### src/rtl/ieu_pkg.sv
// Shared encodings for the immediate-operand execute stage.
// Assumes: operation codes are produced by an upstream decoder.
package ieu_pkg;
    typedef enum logic [2:0] {
        OP_ADD_T  = 3'd0,
        OP_ADD_W  = 3'd1,
        OP_AND    = 3'd2,
        OP_UPPER  = 3'd3,
        OP_DADD_T = 3'd4,
        OP_DADD_W = 3'd5
    } ieu_op_e;

    typedef enum logic [1:0] {
        EXC_NONE = 2'd0,
        EXC_OVF  = 2'd1,
        EXC_RSV  = 2'd2
    } ieu_exc_e;

    typedef enum logic [1:0] {
        SEL_SUM_NARROW = 2'd0,
        SEL_SUM_WIDE   = 2'd1,
        SEL_AND        = 2'd2,
        SEL_UPPER      = 2'd3
    } ieu_sel_e;
endpackage

### src/rtl/ieu_adder.sv
// Two's-complement adder with signed-overflow flag.
// Assumes: both operands are already extended to W bits.
module ieu_adder #(
    parameter int W = 32
) (
    input  logic [W-1:0] a,
    input  logic [W-1:0] b,
    output logic [W-1:0] sum,
    output logic         ovf
);
    // Sum, then flag overflow when the addend signs agree but the result sign does not
    always_comb begin
        sum = a + b;
        ovf = (a[W-1] == b[W-1]) && (sum[W-1] != a[W-1]);
    end
endmodule

### src/rtl/ieu_decode.sv
// Turns the operation code and mode flags into datapath controls.
// Assumes: op values 6 and 7 are undefined and do nothing.
module ieu_decode
    import ieu_pkg::*;
(
    input  logic [2:0] op,
    input  logic       mode32,
    input  logic       kernel,
    output logic       known,
    output ieu_sel_e   sel,
    output logic       traps,
    output logic       reserved
);
    logic wide;

    // Classify the operation: result source, trapping behaviour, width
    always_comb begin
        known = 1'b1;
        sel   = SEL_SUM_NARROW;
        traps = 1'b0;
        wide  = 1'b0;
        case (op)
            OP_ADD_T:  traps = 1'b1;
            OP_ADD_W:  ;
            OP_AND:    sel = SEL_AND;
            OP_UPPER:  sel = SEL_UPPER;
            OP_DADD_T: begin sel = SEL_SUM_WIDE; traps = 1'b1; wide = 1'b1; end
            OP_DADD_W: begin sel = SEL_SUM_WIDE; wide = 1'b1; end
            default:   known = 1'b0;
        endcase
    end

    // Wide forms are forbidden to unprivileged code in narrow mode
    always_comb reserved = known && wide && mode32 && !kernel;
endmodule

### src/rtl/ieu_imm_exec.sv
// Immediate-operand execute stage: computes one result per accepted
// operation and registers either a write-back or an exception cause.
// Assumes: rs_val is already read; the consumer acts on the outputs
// for one cycle only.
module ieu_imm_exec
    import ieu_pkg::*;
#(
    parameter int XLEN = 64,
    parameter int NARROW = 32,
    parameter int IMMW = 16,
    parameter int RIDX = 5
) (
    input  logic            clk,
    input  logic            rst_n,
    input  logic            in_valid,
    input  logic [2:0]      op,
    input  logic [XLEN-1:0] rs_val,
    input  logic [IMMW-1:0] imm,
    input  logic [RIDX-1:0] rt_idx,
    input  logic            mode32,
    input  logic            kernel,
    output logic            wb_en,
    output logic [RIDX-1:0] wb_idx,
    output logic [XLEN-1:0] wb_data,
    output logic            exc_valid,
    output logic [1:0]      exc_code
);
    localparam int SEXT_N = XLEN - IMMW;
    localparam int UPPER_SHIFT = 16;
    localparam int HI_N = XLEN - NARROW;

    logic            known, traps, reserved;
    ieu_sel_e        sel;
    logic [XLEN-1:0] imm_sx, imm_zx;
    logic [NARROW-1:0] sum_n;
    logic [XLEN-1:0] sum_w, upper_raw;
    logic            ovf_n, ovf_w;
    logic [XLEN-1:0] result;
    ieu_exc_e        exc_nx;
    logic            we_nx;

    ieu_decode u_dec (
        .op       (op),
        .mode32   (mode32),
        .kernel   (kernel),
        .known    (known),
        .sel      (sel),
        .traps    (traps),
        .reserved (reserved)
    );

    // Extend the immediate both ways
    always_comb begin
        imm_sx = {{SEXT_N{imm[IMMW-1]}}, imm};
        imm_zx = {{SEXT_N{1'b0}}, imm};
    end

    ieu_adder #(.W(NARROW)) u_add_n (
        .a   (rs_val[NARROW-1:0]),
        .b   (imm_sx[NARROW-1:0]),
        .sum (sum_n),
        .ovf (ovf_n)
    );

    ieu_adder #(.W(XLEN)) u_add_w (
        .a   (rs_val),
        .b   (imm_sx),
        .sum (sum_w),
        .ovf (ovf_w)
    );

    // Pick the result; narrow results are sign-extended to full width
    always_comb begin
        upper_raw = imm_zx << UPPER_SHIFT;
        case (sel)
            SEL_SUM_NARROW: result = {{HI_N{sum_n[NARROW-1]}}, sum_n};
            SEL_SUM_WIDE:   result = sum_w;
            SEL_AND:        result = rs_val & imm_zx;
            default:        result = {{HI_N{upper_raw[NARROW-1]}}, upper_raw[NARROW-1:0]};
        endcase
    end

    // Decide the cause: mode fault first, then overflow of the trapping forms
    always_comb begin
        exc_nx = EXC_NONE;
        if (in_valid && known) begin
            if (reserved)
                exc_nx = EXC_RSV;
            else if (traps && (sel == SEL_SUM_WIDE ? ovf_w : ovf_n))
                exc_nx = EXC_OVF;
        end
        we_nx = in_valid && known && (exc_nx == EXC_NONE) && (rt_idx != '0);
    end

    // Output register stage
    always_ff @(posedge clk) begin
        if (!rst_n) begin
            wb_en     <= 1'b0;
            wb_idx    <= '0;
            wb_data   <= '0;
            exc_valid <= 1'b0;
            exc_code  <= EXC_NONE;
        end else begin
            wb_en     <= we_nx;
            wb_idx    <= rt_idx;
            wb_data   <= result;
            exc_valid <= (exc_nx != EXC_NONE);
            exc_code  <= exc_nx;
        end
    end
endmodule

### config.mk
export PLATFORM = sky130hd
export DESIGN_NAME = ieu_imm_exec
export DESIGN_NICKNAME = d
export VERILOG_FILES = /design/src/rtl/ieu_pkg.sv /design/src/rtl/ieu_adder.sv /design/src/rtl/ieu_decode.sv /design/src/rtl/ieu_imm_exec.sv
export SDC_FILE = /design/constraint.sdc
export NUM_CORES = 1
export LEC_CHECK = 0
export BUFFER_PORTS_ARGS = -buffer_cell sky130_fd_sc_hd__buf_4
export CELL_PAD_IN_SITES_DETAIL_PLACEMENT = 0
export CELL_PAD_IN_SITES_GLOBAL_PLACEMENT = 1
export CORE_MARGIN = 2
export CORE_UTILIZATION = 39
export DETAILED_ROUTE_END_ITERATION = 8
export GPL_ROUTABILITY_DRIVEN = 0
export PLACE_DENSITY_LB_ADDON = 0.1
export SYNTH_ARGS = -nofsm -noshare
export SYNTH_HDL_FRONTEND = slang
export SYNTH_SLANG_ARGS = --single-unit
### constraint.sdc
create_clock -name clk -period 4.2 [get_ports clk]
set_input_delay 0.42 -clock clk [delete_from_list [all_inputs] [get_ports clk]]
set_output_delay 0.42 -clock clk [all_outputs]
set_load 0.02 [all_outputs]
==> summary.txt <==
Setup path
  • Critical path's most frequent cell: buf_4
  • Top delay family on crit path: compound AO/OA/AOI/OAI gates
  • Standard cell with the maximum stage delay on the critical path: nand2b_1
  • Critical path launch point type: primary input
  • Worst-path fanout max: 36
  • CP Cell Sequence: buf_4 -> ha_1 -> a21oi_1 -> o21ai_1 -> a211oi_1 -> o31ai_1 -> a211oi_2 -> a21boi_1 -> o41a_1 -> nand2b_1 -> buf_4 -> o21ai_0
  • CP Buf/Inv Count: 2
  • Data required time at the worst endpoint: 4.45 ns
  • Slowest Stage Delay on Critical Path: 0.47 ns
  • Type of element capturing the critical path: flip-flop
  • Crit Path Class: primary input to flip-flop
  • Critical path data arrival time: 3.63 ns

Power
  • Internal power: 1.81 mW
  • Switching part of the total power: 34.5%
  • Pwr/cell area: 348 nW/um^2
  • Portion of total power attributed to sequential cells: 28.7%
  • Leakage power: 3.59 nW
  • Comb pwr share: 38.7%
  • Part of the power in the clock network: 32.6%
  • Largest voltage drop on the vdd net: 0.209 mV
  • Sw power: 0.957 mW
  • Total power: 2.77 mW

Clock tree
  • Post-cts sizing count: 0
  • # H-tree levels: 3
  • Clock Root Buffer: clkbuf_16
  • Clock tree from TritonCTS: built
  • Hold-fix buffers at CTS: 0
  • TritonCTS Buffers: 9
  • Clk sink count: 73
  • Post-CTS setup buffers: 0
  • Clock slew at reported path FFs: 0.06 ns
  • Maximum number of buffers from clock root to sink: 2

Placed design
  • Dpl hpwl: 15500 um
  • Port Buf Inserts: 165

Floorplanning
  • Area of the die: 17000 um^2
  • Ports placed on the boundary: 166
  • Standard cell core area: 15700 um^2
  • Vertical extent of the die: 130 um
  • Number of core rows: 46
  • Horiz. Die Dim: 130 um
  • Starting density of the core: 39.5%

Synthesis
  • Async set-or-reset flop fraction in the synthesized netlist: 0%
  • Number of distinct library cells after synthesis: 65
  • Share of synthesized cell area in and, or, nand and nor gates: 22.8%
  • Seq/Total Area, Yosys: 23.5%
  • Fraction of synthesized area in multiplexers: 0.322%
  • Primary flip-flop cell chosen by synthesis mapping: dfxtp_1
  • Cell count after synthesis: 802
  • Post-Syn Area per Cell: 7.74 um^2
  • Net count of the mapped netlist: 959
  • Xor and xnor fraction of the mapped netlist area: 7.61%
  • Number of enable-type register cells in the synthesized netlist: 0
  • Compound-gate portion of the synthesized area: 28.7%
  • Warning count from the yosys run: 0
  • Dominant combinational cell family by area after synthesis: compound AO/OA/AOI/OAI gates
  • Cell area after technology mapping: 6210 um^2
  • Synthesized-area fraction occupied by adder cells: 13.0%
  • Count of state elements after synthesis: 73

Timing
  • Setup repair after global routing missed its margin: no
  • Setup total negative slack: 0 ns
  • Maximum frequency from static timing analysis: 296 MHz
  • Slew at the pin closest to its max-slew limit: 1.02 ns
  • Hold Violations, Final: 0
  • Worst slew margin relative to its limit: 32.2%
  • Final worst path period need: 3.38 ns
  • Number of setup violations in the final report: 0
  • Fin crit share: 80.5%
  • Number of pins with negative max-slew slack in the final report: 0

GRT
  • Global routing usage summed across all routing layers: 23.5%
  • Global-route wire length before repair: 31700 um
  • Number of global-route vias before repair: 6366
  • Total congestion overflow after global routing: 0
  • Antenna violations before repair: 0
  • Largest net degree at the start of global routing: 51

Outcome
  • Outcome: finished, final reports clean

Route
  • Vias after detailed routing: 6459
  • Total Wirelength: 19800 um
  • Iteration-0 DRC Markers: 428
  • Number of vias per cell: 5.54
  • Number of remaining DRC errors: 0
  • Average wire per cell in the routed design: 17.0 um
  • Detail Route Antenna Nets: 0
  • Number of detailed-routing iterations run before antenna repair: 5

Cells and area
  • Number of nets in the layout: 1101
  • Area Growth Syn to Fin: 28.1%
  • Antenna cell count: 0
  • Share of final-layout standard cells stronger than drive strength 1: 21.5%

Hold path
  • Min-delay worst type: primary input to flip-flop

Job
  • Max-Cap Viols: 0
registers in the layout, indices dropped and copies added (netlist names):
signal	cells
wb_idx	5
wb_data	64
exc_code	2
wb_en	1
exc_valid	1
layer usage:
layer,track usage [%],up-vias,routed length [um]
met5,0,-,0
met4,8.48,0,366
met3,3.94,26,1400
met2,37.5,232,8720
met1,32.1,2964,9340
li1,-,3237,-
kinds of logic (layout without fill, tap and decap cells):
family / count (synthesis) / in the layout
simple gates: 271 / 271
compound gates: 276 / 276
flops: 73 / 73
buf+inv: 62 / 209
mux: 2 / 2
fa+ha+maj: 64 / 64
xor+xnor: 54 / 54
cell usage after synthesis (2+ instances only):
cell,instances,area [um^2]
or3_1,3,18.8
o211a_1,3,30.0
xor2_1,22,193
o21bai_1,10,75.1
o211ai_1,9,67.6
o31ai_1,3,22.5
nor2b_1,19,119
inv_1,22,82.6
a21boi_0,7,52.6
or2_2,2,12.5
a31oi_1,10,62.6
nor3b_1,9,67.6
a21oi_1,74,370
a2111oi_0,2,17.5
nand2_1,59,221
and3_1,7,43.8
a211oi_1,4,30.0
a21boi_1,2,15.0
nor4_1,4,25.0
nor3_1,13,65.1
o311a_1,3,30.0
buf_2,4,20.0
a21o_1,32,240
nor2_1,39,146
or4_1,6,45.0
dfxtp_1,73,1460
and2_1,29,181
clkbuf_1,34,128
a211oi_2,4,50.1
o21ai_0,50,250
nand2b_1,7,43.8
o21ai_1,30,150
mux2i_1,2,20.0
o21a_1,8,60.1
nand3b_1,8,60.1
nand4_1,18,113
a221o_1,5,50.1
a41oi_1,2,17.5
nand3_1,43,215
o2111ai_1,2,17.5
xnor2_1,32,280
a2bb2oi_1,2,17.5
ha_1,63,788
through the flow:
stage	hold WS, ns	worst slack [ns]	std cells	util, %	area, um^2
after floorplan	0.542	1.17	802	-	6210
after global placement	0.632	0.611	1149	48.4	7600
after detailed placement	0.639	0.525	1149	48.4	7600
after CTS	0.285	0.862	1165	50.6	7950
after global routing	0.299	0.538	1165	50.6	7950
final	0.293	0.818	1165	50.6	7950
path summary, 6_finish.rpt:
kind | start | to | depth (start not counted)
worst max-delay path | imm[15] | wb_data[49]$_SDFF_PN0_ | 12
worst min-delay path | rt_idx[0] | wb_idx[0]$_SDFF_PN0_ | 2
cell usage in the layout (no fill, tap or decap), types with 4 or more instances in the layout:
master and n:
clkbuf_16 9, buf_4 171, o21bai_1 10, nor4_1 4, o21ai_0 50, nor2_1 39, nand2_1 59, a211oi_2 4
a31oi_1 10, nand4_1 18, dfxtp_1 73, o211ai_1 9, clkbuf_8 4, xor2_1 22, a21boi_0 7, a21oi_1 74
nand2b_1 7, ha_1 63, a221o_1 5, and3_1 7, or4_1 6, xnor2_1 32, o21ai_1 30, o21a_1 8
nor3b_1 9, nor3_1 13, and2_1 29, a21o_1 32, nand3_1 43, a211oi_1 4, nand3b_1 8, inv_1 22
nor2b_1 18
power groups by stage:
stage | logic [mW] | clock network, mW | registers (mW)
floorplan | 0.588 | 0 | 0.912
global placement | 1.06 | 0 | 0.813
detailed placement | 1.06 | 0 | 0.813
CTS | 1.07 | 0.919 | 0.798
global route | 1.18 | 0.944 | 0.805
finish | 1.07 | 0.903 | 0.797
final cells by class:
cell class                 count  area (um^2)
timing repair buffer         171         1280
clock inverter                 3         68.8
inverter                      22         82.6
clock buffer                  13          280
tap                          216          270
multi-input combinational    667         4510
sequential                    73         1460
fill                        1587         7760
Note: power is estimated with default switching activity, not from simulation.
